$ cat config.mk
export PLATFORM = sky130hd
export DESIGN_NAME = pfb_parallel_iir
export DESIGN_NICKNAME = d
export VERILOG_FILES = /design/src/rtl/pfb_pkg.sv /design/src/rtl/pfb_section.sv /design/src/rtl/pfb_adder_tree.sv /design/src/rtl/pfb_requant.sv /design/src/rtl/pfb_parallel_iir.sv
export SDC_FILE = /design/constraint.sdc
export NUM_CORES = 2
export LEC_CHECK = 0
export BUFFER_PORTS_ARGS = -buffer_cell sky130_fd_sc_hd__buf_2
export CORE_MARGIN = 10
export CORE_UTILIZATION = 47
export CTS_CLUSTER_DIAMETER = 120
export DETAILED_ROUTE_END_ITERATION = 10
export PLACE_DENSITY = 0.59
export SLEW_MARGIN = 20
export SYNTH_ARGS = -nofsm -noshare
export SYNTH_HDL_FRONTEND = slang
export SYNTH_HIERARCHICAL = 1
export SYNTH_SLANG_ARGS = --single-unit
$ cat constraint.sdc
create_clock -name clk -period 15.43 [get_ports clk]
set_input_delay 3.086 -clock clk [delete_from_list [all_inputs] [get_ports clk]]
set_output_delay 3.086 -clock clk [all_outputs]
set_load 0.05 [all_outputs]
$ cat src/rtl/pfb_pkg.sv
package pfb_pkg;

  // larger of two elaboration-time integers
  function automatic int pick_max(input int a, input int b);
    return (a > b) ? a : b;
  endfunction

  // largest positive value of a signed word of width w
  function automatic longint signed_top(input int w);
    return (longint'(1) <<< (w - 1)) - 1;
  endfunction

endpackage

$ cat src/rtl/pfb_section.sv
module pfb_section
  import pfb_pkg::*;
#(
  parameter int XW = 8,
  parameter int CW = 8,
  parameter int SW = 12,
  parameter int CF = 6,
  parameter bit FIRST_ORDER = 1'b0,
  parameter int YW = CW + SW + 2
) (
  input  logic                 clk,
  input  logic                 srst,
  input  logic                 load,
  input  logic signed [XW-1:0] x,
  input  logic signed [CW-1:0] a0,
  input  logic signed [CW-1:0] a1,
  input  logic signed [CW-1:0] b1,
  input  logic signed [CW-1:0] b2,
  output logic signed [YW-1:0] y_q
);
  localparam int     AW   = pick_max(XW + CF, CW + SW) + 3;
  localparam longint SMAX = signed_top(SW);
  localparam longint SMIN = -SMAX - 1;

  logic signed [SW-1:0] w1, w2, w_new;
  logic signed [AW-1:0] fb1, fb2, acc, wq;
  logic signed [YW-1:0] ff0, ff1;
  logic signed [CW-1:0] a1_eff, b2_eff;

  // a first-order section has no z^-1 numerator term and no second pole
  assign a1_eff = FIRST_ORDER ? '0 : a1;
  assign b2_eff = FIRST_ORDER ? '0 : b2;

  always_comb begin
    fb1 = AW'(b1) * AW'(w1);
    fb2 = AW'(b2_eff) * AW'(w2);
    acc = (AW'(x) <<< CF) - fb1 - fb2;
    wq  = acc >>> CF;
    if (wq > AW'(SMAX))      w_new = SW'(SMAX);
    else if (wq < AW'(SMIN)) w_new = SW'(SMIN);
    else                     w_new = SW'(wq);
    ff0 = YW'(a0) * YW'(w_new);
    ff1 = YW'(a1_eff) * YW'(w1);
  end

  always_ff @(posedge clk) begin
    if (srst) begin
      w1  <= '0;
      w2  <= '0;
      y_q <= '0;
    end else if (load) begin
      w2  <= w1;
      w1  <= w_new;
      y_q <= ff0 + ff1;
    end
  end
endmodule

$ cat src/rtl/pfb_adder_tree.sv
module pfb_adder_tree #(
  parameter int NLEAF = 4,
  parameter int W     = 24
) (
  input  logic signed [W-1:0] leaf [NLEAF],
  output logic signed [W-1:0] total
);
  localparam int P2 = 1 << $clog2(NLEAF);

  logic signed [W-1:0] node [1:2*P2-1];

  generate
    for (genvar i = 0; i < P2; i++) begin : g_leaf
      if (i < NLEAF) begin : g_used
        assign node[P2+i] = leaf[i];
      end else begin : g_pad
        assign node[P2+i] = '0;
      end
    end
    for (genvar j = 1; j < P2; j++) begin : g_add
      assign node[j] = node[2*j] + node[2*j+1];
    end
  endgenerate

  assign total = node[1];
endmodule

$ cat src/rtl/pfb_requant.sv
module pfb_requant
  import pfb_pkg::*;
#(
  parameter int IW    = 25,
  parameter int OW    = 8,
  parameter int CF    = 6,
  parameter bit ROUND = 1'b1,
  parameter bit SAT   = 1'b1
) (
  input  logic signed [IW-1:0] din,
  output logic signed [OW-1:0] dout
);
  localparam int     BW   = IW + 1;
  localparam longint HALF = ROUND ? (longint'(1) <<< (CF - 1)) : longint'(0);
  localparam longint OMAX = signed_top(OW);
  localparam longint OMIN = -OMAX - 1;

  logic signed [BW-1:0] biased, shifted;

  always_comb begin
    biased  = BW'(din) + BW'(HALF);
    shifted = biased >>> CF;
    if (SAT && (shifted > BW'(OMAX)))      dout = OW'(OMAX);
    else if (SAT && (shifted < BW'(OMIN))) dout = OW'(OMIN);
    else                                   dout = shifted[OW-1:0];
  end
endmodule

$ cat src/rtl/pfb_parallel_iir.sv
module pfb_parallel_iir
  import pfb_pkg::*;
#(
  parameter int ORDER      = 5,
  parameter int IN_W       = 8,
  parameter int COEF_W     = 8,
  parameter int STATE_W    = 12,
  parameter int FRAC       = 6,
  parameter int OUT_W      = 8,
  parameter bit ROUND_HALF = 1'b1,
  parameter bit SATURATE   = 1'b1,
  localparam int NSEC      = (ORDER + 1) / 2
) (
  input  logic                     clk,
  input  logic                     srst,
  input  logic                     in_valid,
  output logic                     in_ready,
  input  logic signed [IN_W-1:0]   in_sample,
  output logic                     out_valid,
  input  logic                     out_ready,
  output logic signed [OUT_W-1:0]  out_sample,
  input  logic [NSEC*COEF_W-1:0]   coef_num0,
  input  logic [NSEC*COEF_W-1:0]   coef_num1,
  input  logic [NSEC*COEF_W-1:0]   coef_den1,
  input  logic [NSEC*COEF_W-1:0]   coef_den2,
  input  logic signed [COEF_W-1:0] coef_direct
);
  localparam bit LAST_FIRST = (ORDER % 2) == 1;
  localparam int YW  = COEF_W + STATE_W + 2;
  localparam int CXW = COEF_W + IN_W;
  localparam int TW  = pick_max(YW, CXW) + $clog2(NSEC + 1) + 1;

  logic v1, v2, adv, accept;
  logic signed [YW-1:0]  sec_y [NSEC];
  logic signed [CXW-1:0] cx_q;
  logic signed [TW-1:0]  leaf [NSEC+1];
  logic signed [TW-1:0]  tree_sum, sum_q;

  assign adv      = !v2 || out_ready;
  assign in_ready = adv;
  assign accept   = in_valid && adv;

  generate
    for (genvar k = 0; k < NSEC; k++) begin : g_sec
      localparam bit FO = LAST_FIRST && (k == NSEC - 1);
      pfb_section #(
        .XW(IN_W), .CW(COEF_W), .SW(STATE_W), .CF(FRAC),
        .FIRST_ORDER(FO), .YW(YW)
      ) u_sec (
        .clk (clk),
        .srst(srst),
        .load(accept),
        .x   (in_sample),
        .a0  (coef_num0[k*COEF_W +: COEF_W]),
        .a1  (coef_num1[k*COEF_W +: COEF_W]),
        .b1  (coef_den1[k*COEF_W +: COEF_W]),
        .b2  (coef_den2[k*COEF_W +: COEF_W]),
        .y_q (sec_y[k])
      );
      assign leaf[k] = TW'(sec_y[k]);
    end
  endgenerate

  assign leaf[NSEC] = TW'(cx_q);

  pfb_adder_tree #(.NLEAF(NSEC + 1), .W(TW)) u_tree (
    .leaf (leaf),
    .total(tree_sum)
  );

  always_ff @(posedge clk) begin
    if (srst) begin
      v1    <= 1'b0;
      v2    <= 1'b0;
      cx_q  <= '0;
      sum_q <= '0;
    end else begin
      if (accept) cx_q <= CXW'(coef_direct) * CXW'(in_sample);
      if (adv) begin
        v1    <= accept;
        v2    <= v1;
        sum_q <= tree_sum;
      end
    end
  end

  assign out_valid = v2;

  pfb_requant #(
    .IW(TW), .OW(OUT_W), .CF(FRAC), .ROUND(ROUND_HALF), .SAT(SATURATE)
  ) u_rq (
    .din (sum_q),
    .dout(out_sample)
  );
endmodule

Yosys cells after proc, flatten, opt, wreduce, memory -nomap -nowiden:

Index checks and enable logic that the tools add are counted.

* input bits: 116
* bits in registers: 166
* word-level logic and storage cells: 53

* mux-type cells: 8
* reduce and logical (&&, ||, !) cells: 3
* $add $sub $neg: 11
* multipliers: 11
* $lt $le $gt $ge: 8

Operators with widths (count)
* $mul A8 B12 Y20: 10
* $mux W12: 6
* $sub A14 B20 Y21: 3
* $gt A17 B12 Y1 const B: 3
* $lt A17 B12 Y1 const B: 3
* $add A22 B22 Y22: 2
* $sub A21 B20 Y22: 2
* $add A24 B7 Y25 const B: 1
* $add A23 B21 Y24: 1
* $add A22 B22 Y23: 1
* $add A20 B16 Y21: 1
* $gt A20 B8 Y1 const B: 1
* $lt A20 B8 Y1 const B: 1
* $mul A8 B8 Y16: 1
* $mux W8: 2
* $logic_and A1 B1 Y1: 1
* $logic_not A1 Y1: 1
* $logic_or A1 B1 Y1: 1

Logic depth before layout (Yosys ltp):

* word-level depth: 8
* mapped depth: 49
* depth with buffers taken out: 45

Modules after synthesis:

Netlist, hierarchy kept.

Modules (own cells, without submodules)
* pfb_section at g_sec[0].u_sec: area each 17239.0 µm², cells an instance 1910, times used 1
* pfb_section at g_sec[1].u_sec: area each 16950.0 µm², cells an instance 1845, times used 1
* pfb_section at g_sec[2].u_sec: area each 8949.8 µm², cells an instance 1008, times used 1
* pfb_parallel_iir: area each 3976.3 µm², cells an instance 457, times used 1
* pfb_adder_tree: area each 2658.8 µm², cells an instance 334, times used 1
* pfb_requant: area each 767.0 µm², cells an instance 104, times used 1

Worst setup path after synthesis:

No wires, ideal clock.

* path type: in2reg
* start: in coef_den2[0]
* end: reg g_sec[0].u_sec.y_q[18]
* buffers on the path: 2
* stages: 41
* data arrival time: 14097 ps
* setup slack: 1202 ps
* cell sequence: clkbuf_1 > nand2_1 > fa_1 > inv_1 > fa_1 > fa_1 > inv_1 > fa_1 > fa_1 > inv_1 > fa_1 > inv_1 > ha_1 > a21oi_1 > o221ai_1 > a21o_1 > a211o_1 > and3_1 > [5 not listed] > inv_1 > fa_1 > inv_1 > fa_1 > fa_1 > fa_1 > inv_1 > fa_1 > inv_1 > ha_1 > a21o_1 > a21o_1 > a21oi_1 > o311ai_0 > a41oi_1 > nor2b_1 > xor2_1 > o22ai_1

* word-level cells in the longest chain between the ends: 7
* elaborated cells on any way between the ends: 8

RTL lines
* from (decl): line pfb_parallel_iir.sv:25 `input logic [NSEC*COEF_W-1:0] coef_den2,`
* $mul A8 B12 Y20 (*): line pfb_section.sv:36 `fb2 = AW'(b2_eff) * AW'(w2);`
* $sub A21 B20 Y22 (*): line pfb_section.sv:37 `acc = (AW'(x) <<< CF) - fb1 - fb2;`
* $lt A17 B12 Y1: line pfb_section.sv:40 `else if (wq < AW'(SMIN)) w_new = SW'(SMIN);`
* $mux W12: line pfb_section.sv:40
* $mux W12 (*): line pfb_section.sv:39 `if (wq > AW'(SMAX)) w_new = SW'(SMAX);`
* $mul A8 B12 Y20 (*): line pfb_section.sv:42 `ff0 = YW'(a0) * YW'(w_new);`
* $add A22 B22 Y22 (*): line pfb_section.sv:54 `y_q <= ff0 + ff1;`
* to (signal assigned): line pfb_section.sv:54
* to (decl): line pfb_section.sv:19 `output logic signed [YW-1:0] y_q`

Every way passes the cells marked *; elsewhere a longest branch is shown, timed or not.
A chain may end at the register's enable or synchronous reset.

Final worst setup path:

* start: in coef_den2[8]
* end: reg g_sec[1].u_sec.y_q[20]

* word-level cells in the longest chain between the ends: 7
* elaborated cells on any way between the ends: 8

RTL lines (line)
* $mul A8 B12 Y20 (*): pfb_section.sv:36
* $sub A21 B20 Y22 (*): pfb_section.sv:37
* $lt A17 B12 Y1: pfb_section.sv:40
* $mux W12: pfb_section.sv:40
* $mux W12 (*): pfb_section.sv:39
* $mul A8 B12 Y20 (*): pfb_section.sv:42
* $add A22 B22 Y22 (*): pfb_section.sv:54
* to (signal assigned): pfb_section.sv:54
* to (decl): pfb_section.sv:19

Marked as above.

==> out/results.md <==
| Item | This run | Unit |
|:---|:---|:---|
| Result of the run | complete, no violations | - |
| Number of pins with negative max-slew slack in the final report | 0 | - |
| Post-synthesis area per instance | 8.94 | um2 |
| Overall die area | 121,000 | um2 |
| Number of standard-cell rows in the floorplan | 120 | - |
| Total Negative Setup Slacks | 0 | ns |
| Top-level I/O count | 126 | - |
| P&R area growth vs syn | 4.74 | % |
| Crit Path Max Fanout | 12 | - |
| GPL Wtd Cong | 0.873 | - |
| Setup repair after global routing missed its margin | false | - |
| Y dimension of the die | 347 | um |
| Count of synthesis-stage warnings from yosys | 6 | - |
| Class of the most critical setup path | input port to register | - |
| Final hold violations | 0 | - |
| Cell at the root of the clock tree | sky130_fd_sc_hd__clkbuf_16 | - |
| Vias per Instance | 5.05 | - |
| Total Wirelength | 122 | mm |
| Area taken by multi-input logic gates | 40,700 | um2 |
| Placeable core area | 107,000 | um2 |
| Vias | 35,400 | - |
| Most common cell after layout, fill and taps aside | sky130_fd_sc_hd__inv_1 | - |
| Largest net degree at the start of global routing | 70 | - |
| Netlist Area Pre-Place | 50,300 | um2 |
| FMAX | 67.5 | MHz |
| Instance count of the mapped netlist | 5,634 | - |
| Filler cell count in the final layout | 10,300 | - |
| Clock slew seen by the registers of the worst setup and hold paths | 0.08 | ns |
| Number of global-route vias before repair | 37,700 | - |
| Portion of the clock cycle consumed by the worst path in the final layout | 96.0 | % |
| # clock sinks | 160 | - |
| Minimum clock period | 14.81 | ns |
| Data required time of the critical path | 15.85 | ns |
| Hold-fix buffers at CTS | 0 | - |
| Worst min-delay path class | register to register | - |
| # nets final | 7,200 | - |
| Total placed cells including tap cells | 6,989 | - |
| DRC | 0 | - |
| Syn_nets | 7,229 | - |
| Share of post-route cells with drive strength above 1 | 4.77 | % |
| Global routing usage summed across all routing layers | 20.9 | % |
| Setup violation total in the final timing report | 0 | - |
| Routed Antenna Nets | 0 | - |
| Critical path's most frequent cell | sky130_fd_sc_hd__fa_1 | - |
| Level count of the clock H-tree | 4 | - |
| Final HPWL from detailed placement | 103 | mm |
| Die width | 347 | um |
| Worst slack after detailed placement | 0.117 | ns |
| Clock latency at the later pin of the worst-skew pair | 0.51 | ns |
| Smallest setup slack after layout | 0.617 | ns |
| Detailed router's first-iteration violation count | 1,789 | - |
| Global-route wire length before repair | 203 | mm |
| Wire length per cell | 17.4 | um |
| Clock tree from TritonCTS | done | - |
| Max-slew headroom | 21.4 | % |
| Buffer depth of the longest clock path | 2 | - |
| Number of standard cells in the final layout excluding fillers | 7,024 | - |
| Initial core utilization | 47.2 | % |
| Setup skew after layout | 0.0203 | ns |
| Overflow left after global routing | 0 | - |
| Smallest hold slack | 0.453 | ns |
| Top library cells by usage in the layout, fill and taps aside | 1,511 x sky130_fd_sc_hd__inv_1, 1,079 x sky130_fd_sc_hd__fa_1, 552 x sky130_fd_sc_hd__and2_1, 452 x sky130_fd_sc_hd__nand2_1, 400 x sky130_fd_sc_hd__ha_1 | - |
| Slew at the pin closest to its max-slew limit | 1.18 | ns |
| Sequential cell area | 3200 | um2 |
| CP max stage cell | sky130_fd_sc_hd__fa_1 | - |
| WP data arrival | 15.23 | ns |
| Number of buffers inserted during clock tree synthesis | 17 | - |
| Max-capacitance violation count | 0 | - |
| Crit end category | register | - |
| Count of port buffers added during placement | 109 | - |
| Number of antenna violations at the first check in global routing | 18 | - |
| Kind of start point of the critical path | input port | - |
| Maximum cell stage delay along the critical path | 0.62 | ns |
| Number of detailed-routing iterations run before antenna repair | 5 | - |
==> path summary, 6_finish.rpt <==
check	from	to	slack, ns	cells after the start
worst max-delay path	coef_den2[8]	g_sec[1].u_sec/y_q[20]	0.62	42
worst min-delay path	cx_q[7]	cx_q[7]	0.45	2
worst max register to register	g_sec[1].u_sec/w1[11]	g_sec[1].u_sec/y_q[20]	2.52	41
worst min register to register	cx_q[7]	cx_q[7]	0.45	2
==> critical path: cells and delay by family <==
| kind | cells | cell delay (ns) |
|---|---|---|
| fa+ha+maj | 14 | 6.82 |
| buf+inv | 10 | 0.99 |
| xor+xnor | 2 | 0.70 |
| simple gates | 3 | 0.72 |
| compound gates | 13 | 2.92 |
==> layer usage <==
layer	up-vias	global-route usage, %	share of wire, %	wire length [um]
met5	-	0	0.10	126
met2	557	35.0	48	58600
met3	112	3.47	4.9	5990
li1	16700	-	-	-
met1	18100	28.7	46	56000
met4	18	3.63	1.4	1760
==> registers in the layout (all words and copies together), names as in the netlist <==
| name | count |
|---|---|
| sum_q | 20 |
| g_sec.u_sec/y_q | 62 |
| g_sec.u_sec/w2 | 24 |
| v1 | 1 |
| cx_q | 16 |
| g_sec.u_sec/w1 | 36 |
| out_valid | 1 |
==> stage by stage <==
step	util, %	instance area (um2)
2_1_floorplan	-	50300
3_3_place_gp	48.8	52100
3_5_place_dp	48.8	52100
4_1_cts	49.4	52700
5_1_grt	49.4	52700
6_report	49.4	52700
==> cell type report <==
class / count / area share (%)
flip-flops and latches: 160 / 6.07
diodes: 3 / 0.0142
multi-input cells: 3775 / 77.2
well taps: 1403 / 3.33
clock inverters: 15 / 0.380
clock buffers: 17 / 0.807
inverters: 1514 / 10.8
repair buffers: 137 / 1.44
==> repair_timing <==
item | CTS | global route
endpoints found under the setup margin | 0 | 4
setup buffers | 0 | 0
resized for setup | 0 | 2
Power is not shown: default switching activity piles up to over one toggle a cycle in this logic, so the estimate is an artifact.
